$ cat src/rtl/prio_irq_pkg.sv
// Shared definitions of the prioritized interrupt controller.
// Assumes level codes are two bits wide and ordered numerically.
package prio_irq_pkg;

    typedef enum logic [1:0] {
        LVL_OFF = 2'b00,
        LVL_LOW = 2'b01,
        LVL_MID = 2'b10,
        LVL_TOP = 2'b11
    } lvl_e;

    typedef enum logic [1:0] {
        RA_PEND = 2'd0,
        RA_PRIO = 2'd1,
        RA_CTRL = 2'd2,
        RA_NONE = 2'd3
    } reg_addr_e;

    localparam int CTRL_EN_BIT = 0;

endpackage

$ cat src/rtl/irq_req_latch.sv
// Sticky pending register: holds single-cycle source pulses.
// Assumes ack_id < NSRC whenever ack_clr is 1.
// Precedence inside one cycle: software load, then acknowledge clear, then pulse set.
module irq_req_latch #(
    parameter int NSRC = 8,
    parameter int IDW  = 3
) (
    input  logic            clk,
    input  logic            rst_n,
    input  logic [NSRC-1:0] src_pulse,
    input  logic            wr_load,
    input  logic [NSRC-1:0] wr_val,
    input  logic            ack_clr,
    input  logic [IDW-1:0]  ack_id,
    output logic [NSRC-1:0] req_d
);

    logic [NSRC-1:0] req_q;
    logic [NSRC-1:0] clr_mask;

    // Decode the acknowledged index into a one-hot clear mask.
    always_comb begin
        clr_mask = '0;
        if (ack_clr) begin
            clr_mask = {{(NSRC-1){1'b0}}, 1'b1} << ack_id;
        end
    end

    // Form the next pending value; a pulse always survives.
    always_comb begin
        req_d = req_q;
        if (wr_load) begin
            req_d = wr_val;
        end
        req_d = (req_d & ~clr_mask) | src_pulse;
    end

    // Pending register with synchronous reset.
    always_ff @(posedge clk) begin
        if (!rst_n) begin
            req_q <= '0;
        end else begin
            req_q <= req_d;
        end
    end

endmodule

$ cat src/rtl/irq_prio_regs.sv
// Per-source level code storage and effective level mapping.
// Assumes wr_val packs source i at bits [2i+1:2i].
// Forced sources report level 3 regardless of their stored code.
module irq_prio_regs #(
    parameter int NSRC = 8
) (
    input  logic                 clk,
    input  logic                 rst_n,
    input  logic                 wr_load,
    input  logic [2*NSRC-1:0]    wr_val,
    input  logic [NSRC-1:0]      force_mask,
    output logic [NSRC-1:0][1:0] lvl_d
);

    import prio_irq_pkg::*;

    logic [NSRC-1:0][1:0] code_q;
    logic [NSRC-1:0][1:0] code_d;

    // Next stored codes: the write replaces all codes at once.
    always_comb begin
        code_d = code_q;
        if (wr_load) begin
            code_d = wr_val;
        end
    end

    // Level code register with synchronous reset.
    always_ff @(posedge clk) begin
        if (!rst_n) begin
            code_q <= '0;
        end else begin
            code_q <= code_d;
        end
    end

    // Effective level per source.
    for (genvar g = 0; g < NSRC; g++) begin : g_lvl
        // Override to the top level for forced sources.
        always_comb begin
            lvl_d[g] = force_mask[g] ? LVL_TOP : code_d[g];
        end
    end

endmodule

$ cat src/rtl/irq_master_en.sv
// Global master enable flag.
// Assumes set and clear events are already merged; clear dominates.
module irq_master_en (
    input  logic clk,
    input  logic rst_n,
    input  logic set_ev,
    input  logic clr_ev,
    output logic en_d
);

    logic en_q;

    // Next enable value with clear taking precedence.
    always_comb begin
        if (clr_ev) begin
            en_d = 1'b0;
        end else if (set_ev) begin
            en_d = 1'b1;
        end else begin
            en_d = en_q;
        end
    end

    // Enable flag with synchronous reset to disabled.
    always_ff @(posedge clk) begin
        if (!rst_n) begin
            en_q <= 1'b0;
        end else begin
            en_q <= en_d;
        end
    end

endmodule

$ cat src/rtl/irq_arbiter.sv
// Combinational winner selection: highest level, then lowest index.
// Assumes level 0 means not participating.
module irq_arbiter #(
    parameter int NSRC = 8,
    parameter int IDW  = 3
) (
    input  logic [NSRC-1:0]      req,
    input  logic [NSRC-1:0][1:0] lvl,
    output logic                 hit,
    output logic [IDW-1:0]       win_id
);

    logic [NSRC-1:0][1:0] cand_lvl;

    // Mask levels of sources that are not pending.
    for (genvar g = 0; g < NSRC; g++) begin : g_cand
        // Pending sources keep their level, others drop to zero.
        always_comb begin
            cand_lvl[g] = req[g] ? lvl[g] : 2'b00;
        end
    end

    // Scan upward; only a strictly higher level replaces the best.
    always_comb begin
        logic [1:0] best;
        best   = 2'b00;
        win_id = '0;
        for (int i = 0; i < NSRC; i++) begin
            if (cand_lvl[i] > best) begin
                best   = cand_lvl[i];
                win_id = IDW'(i);
            end
        end
        hit = (best != 2'b00);
    end

endmodule

$ cat src/rtl/prio_irq_ctrl.sv
// Three-level prioritized interrupt controller, top level.
// Assumes single-cycle source pulses and one acknowledge per presented request.
// Outputs are registered from next-state values, so they track state with no extra lag.
module prio_irq_ctrl #(
    parameter int              NSRC     = 8,
    parameter int              NTRAP    = 4,
    parameter int              WDT_IDX  = NSRC - 2,
    parameter logic [NSRC-1:0] TOP_MASK = {1'b1, {(NSRC-1){1'b0}}},
    localparam int             IDW      = (NSRC > 1) ? $clog2(NSRC) : 1,
    localparam int             DW       = 2 * NSRC
) (
    input  logic             clk,
    input  logic             rst_n,
    input  logic [NSRC-1:0]  src_pulse,
    input  logic             wdt_top_en,
    input  logic             wr_en,
    input  logic [1:0]       wr_addr,
    input  logic [DW-1:0]    wr_data,
    input  logic             cmd_ei,
    input  logic             cmd_di,
    input  logic             cmd_iret,
    input  logic [NTRAP-1:0] trap_in,
    input  logic             irq_ack,
    output logic             irq_valid,
    output logic [IDW-1:0]   irq_id
);

    import prio_irq_pkg::*;

    logic                 wr_pend;
    logic                 wr_prio;
    logic                 wr_ctrl;
    logic                 ack_eff;
    logic                 set_ev;
    logic                 clr_ev;
    logic [NSRC-1:0]      force_mask;
    logic [NSRC-1:0]      req_d;
    logic [NSRC-1:0][1:0] lvl_d;
    logic                 en_d;
    logic                 hit;
    logic [IDW-1:0]       win_id;

    // Decode register writes.
    always_comb begin
        wr_pend = wr_en && (wr_addr == RA_PEND);
        wr_prio = wr_en && (wr_addr == RA_PRIO);
        wr_ctrl = wr_en && (wr_addr == RA_CTRL);
    end

    // Acknowledge counts only while a request is presented.
    always_comb begin
        ack_eff = irq_ack && irq_valid;
    end

    // Merge master enable events.
    always_comb begin
        set_ev = cmd_ei || cmd_iret || (wr_ctrl && wr_data[CTRL_EN_BIT]);
        clr_ev = cmd_di || ack_eff || (|trap_in)
              || (wr_ctrl && !wr_data[CTRL_EN_BIT]);
    end

    // Sources forced to the top level.
    always_comb begin
        force_mask = TOP_MASK;
        if (wdt_top_en) begin
            force_mask[WDT_IDX] = 1'b1;
        end
    end

    irq_req_latch #(
        .NSRC (NSRC),
        .IDW  (IDW)
    ) u_req (
        .clk       (clk),
        .rst_n     (rst_n),
        .src_pulse (src_pulse),
        .wr_load   (wr_pend),
        .wr_val    (wr_data[NSRC-1:0]),
        .ack_clr   (ack_eff),
        .ack_id    (irq_id),
        .req_d     (req_d)
    );

    irq_prio_regs #(
        .NSRC (NSRC)
    ) u_prio (
        .clk        (clk),
        .rst_n      (rst_n),
        .wr_load    (wr_prio),
        .wr_val     (wr_data),
        .force_mask (force_mask),
        .lvl_d      (lvl_d)
    );

    irq_master_en u_en (
        .clk    (clk),
        .rst_n  (rst_n),
        .set_ev (set_ev),
        .clr_ev (clr_ev),
        .en_d   (en_d)
    );

    irq_arbiter #(
        .NSRC (NSRC),
        .IDW  (IDW)
    ) u_arb (
        .req    (req_d),
        .lvl    (lvl_d),
        .hit    (hit),
        .win_id (win_id)
    );

    // Register the presented request from post-edge state.
    always_ff @(posedge clk) begin
        if (!rst_n) begin
            irq_valid <= 1'b0;
            irq_id    <= '0;
        end else begin
            irq_valid <= en_d && hit;
            irq_id    <= hit ? win_id : '0;
        end
    end

endmodule

$ cat config.mk
export PLATFORM = sky130hd
export DESIGN_NAME = prio_irq_ctrl
export DESIGN_NICKNAME = d
export VERILOG_FILES = /design/src/rtl/prio_irq_pkg.sv /design/src/rtl/irq_req_latch.sv /design/src/rtl/irq_prio_regs.sv /design/src/rtl/irq_master_en.sv /design/src/rtl/irq_arbiter.sv /design/src/rtl/prio_irq_ctrl.sv
export SDC_FILE = /design/constraint.sdc
export NUM_CORES = 1
export LEC_CHECK = 0
export ABC_AREA = 0
export BUFFER_PORTS_ARGS = -buffer_cell sky130_fd_sc_hd__buf_2
export CORE_ASPECT_RATIO = 0.7
export CORE_MARGIN = 5
export CORE_UTILIZATION = 54
export DETAILED_ROUTE_END_ITERATION = 6
export PLACE_DENSITY = 0.86
export SLEW_MARGIN = 5
export SYNTH_ARGS = -nofsm -noshare
export SYNTH_HDL_FRONTEND = slang
export SYNTH_SLANG_ARGS = --single-unit
$ cat constraint.sdc
create_clock -name clk -period 11.7 [get_ports clk]
set_input_delay 2.34 -clock clk [delete_from_list [all_inputs] [get_ports clk]]
set_output_delay 2.34 -clock clk [all_outputs]
set_load 0.02 [all_outputs]
* Word-level counts from Yosys, hierarchy flattened *
Index checks and enable logic that the tools add are counted.
Widths: inputs -> output; s select.

storage, ports and cells
  register bits = 27
  bits in latches = 0
  bits in writable memories = 0
  ROM bits = 0
  output and inout port bits = 4
  logic and storage cells = 72
  memories kept = 0

operators by class
  add/sub/neg operators = 0
  multiply operators = 0
  divide/modulo/power cells = 0
  order comparisons = 8
  eq/ne operators = 2
  shift operators = 1
  muxes and demuxes = 30
  bitwise operators = 3
  reductions and logical operators = 17

operators with widths
  operator             count
  $mux 2               19
  $mux 8               2
  $gt 2x2->1           7
  $mux 14              1
  $mux 3               4
  $and 8x8->8          1
  $not 8->8            1
  $or 8x8->8           1
  $shl 1x3->8 const A  1
  $logic_and 1x1->1    7
  $logic_or 1x1->1     5
  $mux 1               4
  $reduce_or 4->1      1
  $eq 2x1->1 const B   1
  $eq 2x2->1 const B   1
  $gt 2x1->1 const B   1
  $logic_not 2->1      1
  $reduce_and 2->1     1
  $reduce_bool 2->1    1
  $logic_not 1->1      1

* Depth between registers and ports, before layout *
  depth in word-level cells = 24
  gate-level depth with buffers = 41
  gate-level depth less buffers = 40

* By module *
A second synthesis with hierarchy kept.

second synthesis, totals
  cells, all modules = 232
  area, all modules = 2,124.5 um^2

modules (own cells, without submodules)
  module         times used  cells each  area each (um^2)  sequential area each (um^2)
  irq_arbiter    1           99          733.2             0.0
  irq_prio_regs  1           67          715.7             320.3
  irq_req_latch  1           43          459.2             160.2
  prio_irq_ctrl  1           19          176.4             80.1
  irq_master_en  1           4           40.0              20.0

* Worst setup path before layout *
OpenSTA, ideal clock, no wires.

  path type = input to register
  start = in wr_addr[1]
  end = reg irq_valid
  library setup time = 0.130 ns
  data arrival time = 9.633 ns
  required time = 11.570 ns
  path slack = 1.937 ns
  stages = 39
  buffers on the path = 0
  cell sequence = nor3b_4 > a21oi_1 > a21oi_2 > or2b_1 > ha_1 > o22ai_1 > nor2_1 > a32oi_4 > inv_1 > ha_1 > inv_1 > o22a_1 > nand3_1 > o21ai_2 > ha_1 > inv_1 > o22ai_1 > mux2_4 > (+3 left out) > mux2_4 > ha_1 > inv_1 > o22ai_1 > and3_1 > o211ai_1 > and2_1 > ha_1 > inv_1 > o22ai_1 > nor2_1 > a21o_1 > ha_1 > nand2_1 > o21ai_0 > and2_1 > a311oi_1 > nor3_1

between the ends
  longest elaborated chain between the ends = 24
  elaborated cells between the ends (all ways) = 43

ends and longest elaborated chain
  item                  line                  text
  from (decl)           prio_irq_ctrl.sv:17   input logic [1:0] wr_addr,
  $logic_not 2->1       prio_irq_ctrl.sv:45   wr_pend = wr_en && (wr_addr == RA_PEND);
  $logic_and 1x1->1     prio_irq_ctrl.sv:45
  $mux 8                irq_req_latch.sv:32   if (wr_load) begin
  $and 8x8->8           irq_req_latch.sv:35   req_d = (req_d & ~clr_mask) | src_pulse;
  $or 8x8->8            irq_req_latch.sv:35
  $mux 2                irq_arbiter.sv:19     cand_lvl[g] = req[g] ? lvl[g] : 2'b00;
  $gt 2x1->1            irq_arbiter.sv:29     if (cand_lvl[i] > best) begin
  $mux 2                irq_arbiter.sv:29
  (+8 left out)         n/a
  $gt 2x2->1            irq_arbiter.sv:29
  $mux 2                irq_arbiter.sv:29
  $gt 2x2->1            irq_arbiter.sv:29
  $mux 2                irq_arbiter.sv:29
  $gt 2x2->1            irq_arbiter.sv:29
  $mux 2                irq_arbiter.sv:29
  $reduce_bool 2->1     irq_arbiter.sv:34     hit = (best != 2'b00);
  $logic_and 1x1->1 *   prio_irq_ctrl.sv:119  irq_valid <= en_d && hit;
  to (signal assigned)  prio_irq_ctrl.sv:119
  to (decl)             prio_irq_ctrl.sv:24   output logic irq_valid,

Every way passes the cells marked *; elsewhere a longest branch is shown, timed or not.
A chain may end at the register's enable or synchronous reset.

* Worst setup path after layout *
  start = in wr_en
  end = reg irq_id[1]

between the ends
  longest elaborated chain between the ends = 23
  elaborated cells between the ends (all ways) = 39

ends and longest elaborated chain
  item                        line                  text
  from (decl)                 prio_irq_ctrl.sv:16   input logic wr_en,
  $logic_and 1x1->1           prio_irq_ctrl.sv:45
  $mux 8                      irq_req_latch.sv:32
  $and 8x8->8                 irq_req_latch.sv:35
  $or 8x8->8                  irq_req_latch.sv:35
  $mux 2                      irq_arbiter.sv:19
  $gt 2x1->1                  irq_arbiter.sv:29
  $mux 2                      irq_arbiter.sv:29
  $gt 2x2->1                  irq_arbiter.sv:29
  (+7 left out)               n/a
  $gt 2x2->1                  irq_arbiter.sv:29
  $mux 2                      irq_arbiter.sv:29
  $gt 2x2->1                  irq_arbiter.sv:29
  $mux 2                      irq_arbiter.sv:29
  $gt 2x2->1                  irq_arbiter.sv:29
  $mux 2                      irq_arbiter.sv:29
  $reduce_bool 2->1           irq_arbiter.sv:34
  $reduce_and 2->1 (no line)  n/a
  to (signal assigned)        prio_irq_ctrl.sv:120  irq_id <= hit ? win_id : '0;
  to (decl)                   prio_irq_ctrl.sv:25   output logic [IDW-1:0] irq_id

Several ways; a longest one is shown, not always the timed one.

==> impl_metrics.tcl <==
set metrics [dict create \
    setup_ws_ps 899 \
    finalSetupTns_ps 0 \
    rsz0062_at_grt "no" \
    critPathSlowestCell "nor3b_4" \
    grt_pass1_wl_um 6970 \
    dp_cells 303 \
    synth_nets 277 \
    final_cells 307 \
    hold_path.class "reg -> reg" \
    drt-vias-per-instance 5.36 \
    grt_max_degree 27 \
    p_leak_uw 0.00109 \
    yosysTopAreaCell "dfxtp_1" \
    area_growth_pct 14.6 \
    cts_sinks 27 \
    ant_nets 0 \
    multiInputGateArea_um2 1250 \
    fin_crit_ps 10800 \
    finalNetCount 317 \
    seq_area_um2 541 \
    synth_cells 218 \
    cts.clk_slew.worst_paths_ps 90 \
    holdWs_ps 516 \
    yosys_register_bits 27 \
    fin_worst_skew_ps 6.30 \
    max_stage_delay_ps 400 \
    critPathLaunchType "input port" \
    n_antenna_cell 0 \
    finalMaxSlewViolations 0 \
    slew_headroom_pct 57.5 \
    status "complete, no violations" \
    cp-end-kind "register" \
    grt_pass1_vias 1567 \
    via_count 1645 \
    numPortBuffers 39 \
    worst_pin_slew_ps 632 \
    postSynthAreaPerCell_um2 8.68 \
    cts_hold_buf 0 \
    cts_tree "yes" \
    ys_top_cells_by_count "27 x dfxtp_1, 21 x ha_1, 20 x inv_1" \
    initial_utilization_pct 54.9 \
    overflow 0 \
    drt_iter0_markers 78 \
    setup_viol_count_final 0 \
    critPathKind "in -> reg" \
    post_cts_buffers 0 \
    synth_top_area_share_pct 28.6 \
    n_fill_cell 308 \
    core_area_um2 3450 \
    die_h_um 59.5 \
    drive_gt1_share_pct 23.0 \
    root_buffer "clkbuf_8" \
    io_pins 42 \
    grt_use_total_pct 18.7 \
    dr.pass1.iters 4 \
    remaining_drc_errors 0 \
    cp.required_ps 11880 \
    ys_async_sr_fraction_pct 0 \
    place.gp.congestion 0.889 \
    ir_worst_vdd_v 0.0000861 \
    synth_edf_count 0 \
    fin_crit_sh_pct 92.3 \
    clock_latency_ps 280 \
    cts_buffers 3 \
    synth_cell_types 41 \
    ys.flop_type "dfxtp_1" \
    final_cell_area_um2 2170 \
    cts.repair.resized 0 \
    power.density_nw_per_um2 124 \
    chipWidth_um 80.7 \
    row_count 18 \
    drv_cap 0 \
    clockBufferDepth 2 \
    yosys-top-cells-area "dfxtp_1 29%, ha_1 14%, mux2i_1 5.8%, nor2b_1 4.3%, and2_1 4.0%" \
    htreeDepth 1 \
    wl_um 4240 \
    antenna_found_initial 0 \
    hold_viol_final 0 \
    avgRoutedWirePerCell_um 13.8 \
    worstPathMaxFanout 8 \
    arrival_ps 10980 \
    dpl.hpwl_um 3470 \
    ys_seq_area_share_pct 28.6 \
    synth.most_common_cell "dfxtp_1" \
    crit_path_frequent_cell "ha_1" \
    place_ws_ps 731 \
    ys_warn_count 0 \
    synth_area_um2 1890 \
    fmax_ghz 0.0926 \
    placed_cell_area_um2 2120 \
    dieArea_um2 4810 \
]
==> metrics by stage <==
step	total power, uW	utilization (%)
6_report	268	62.9
5_1_grt	288	62.9
4_1_cts	269	62.9
3_5_place_dp	214	61.5
3_3_place_gp	210	61.5
2_1_floorplan	185	-
==> registers in the layout (all words and copies together) (netlist names) <==
| signal | cells |
|---|---|
| u_req.req_q | 8 |
| u_prio.code_q | 14 |
| u_en.en_q | 1 |
| irq_id | 3 |
| irq_valid | 1 |
==> routing by layer <==
metal | vias up | share of wire [%] | track usage (%) | routed length, um
li1 | 838 | - | - | -
met1 | 753 | 48 | 25.0 | 2040
met2 | 50 | 43 | 31.6 | 1840
met3 | 4 | 7.9 | 4.26 | 335
met4 | 0 | 0.64 | 2.65 | 27
met5 | - | 0 | 0 | 0
==> critical path, delay by kind of cell <==
family          cells  cell delay (ps)
compound gates     16             3940
fa+ha+maj           7             1930
simple gates        9             1670
mux                 2              690
buf+inv             7              400
==> kinds of logic (layout without fill, tap and decap cells) <==
| logic type | count (synthesis) | after routing | share of synthesized area [%] |
|---|---|---|---|
| buffers and inverters | 24 | 63 | 5.56 |
| AOI/OAI and AO/OA | 45 | 45 | 17.3 |
| muxes | 16 | 16 | 9.19 |
| DFF | 27 | 27 | 28.6 |
| and+or+nand+nor | 85 | 85 | 25.5 |
| adders and majority gates | 21 | 21 | 13.9 |
==> path summary, 6_finish.rpt <==
kind                            cells after the start                           to                         from  slack, ps
worst min register to register                      2  u_prio.code_q[9]$_SDFF_PN0_  u_prio.code_q[9]$_SDFF_PN0_        520
worst min-delay path                                2  u_prio.code_q[9]$_SDFF_PN0_  u_prio.code_q[9]$_SDFF_PN0_        520
worst max register to register                     40         irq_id[1]$_SDFF_PN0_         irq_id[1]$_SDFF_PN0_       3000
worst max-delay path                               41         irq_id[1]$_SDFF_PN0_                        wr_en        900
==> report_power, final <==
part	internal, uW	leakage [uW]	switching [uW]
registers	99.4	0.000222	5.89
logic	45.4	0.000850	63.2
clock network	24.2	0.0000217	29.7
==> cells in the final DEF (no fill, tap or decap), drive strengths merged, types with 2 or more instances in the layout <==
| master | count |
|---|---|
| buf | 39 |
| dfxtp | 27 |
| ha | 21 |
| inv | 20 |
| nor2 | 16 |
| nand2 | 14 |
| nor2b | 13 |
| and2 | 13 |
| mux2i | 11 |
| o21ai | 11 |
| nor3 | 9 |
| o22ai | 9 |
| a21oi | 9 |
| nand2b | 5 |
| mux2 | 5 |
| a211oi | 4 |
| or2b | 3 |
| a311oi | 3 |
| clkbuf | 3 |
| nand3b | 3 |
| nor4 | 2 |
| nand3 | 2 |
| o21bai | 2 |
==> area by class of cell <==
cell class                      count  share of cell area [%]
Sequential cell                    27                    24.9
Tap cell                           50                    2.89
Timing Repair Buffer               39                    9.00
Clock buffer                        3                    1.90
Multi-Input combinational cell    167                    57.5
Clock inverter                      1                   0.346
Inverter                           20                    3.46
No activity file was read; power rests on OpenSTA's default activity.
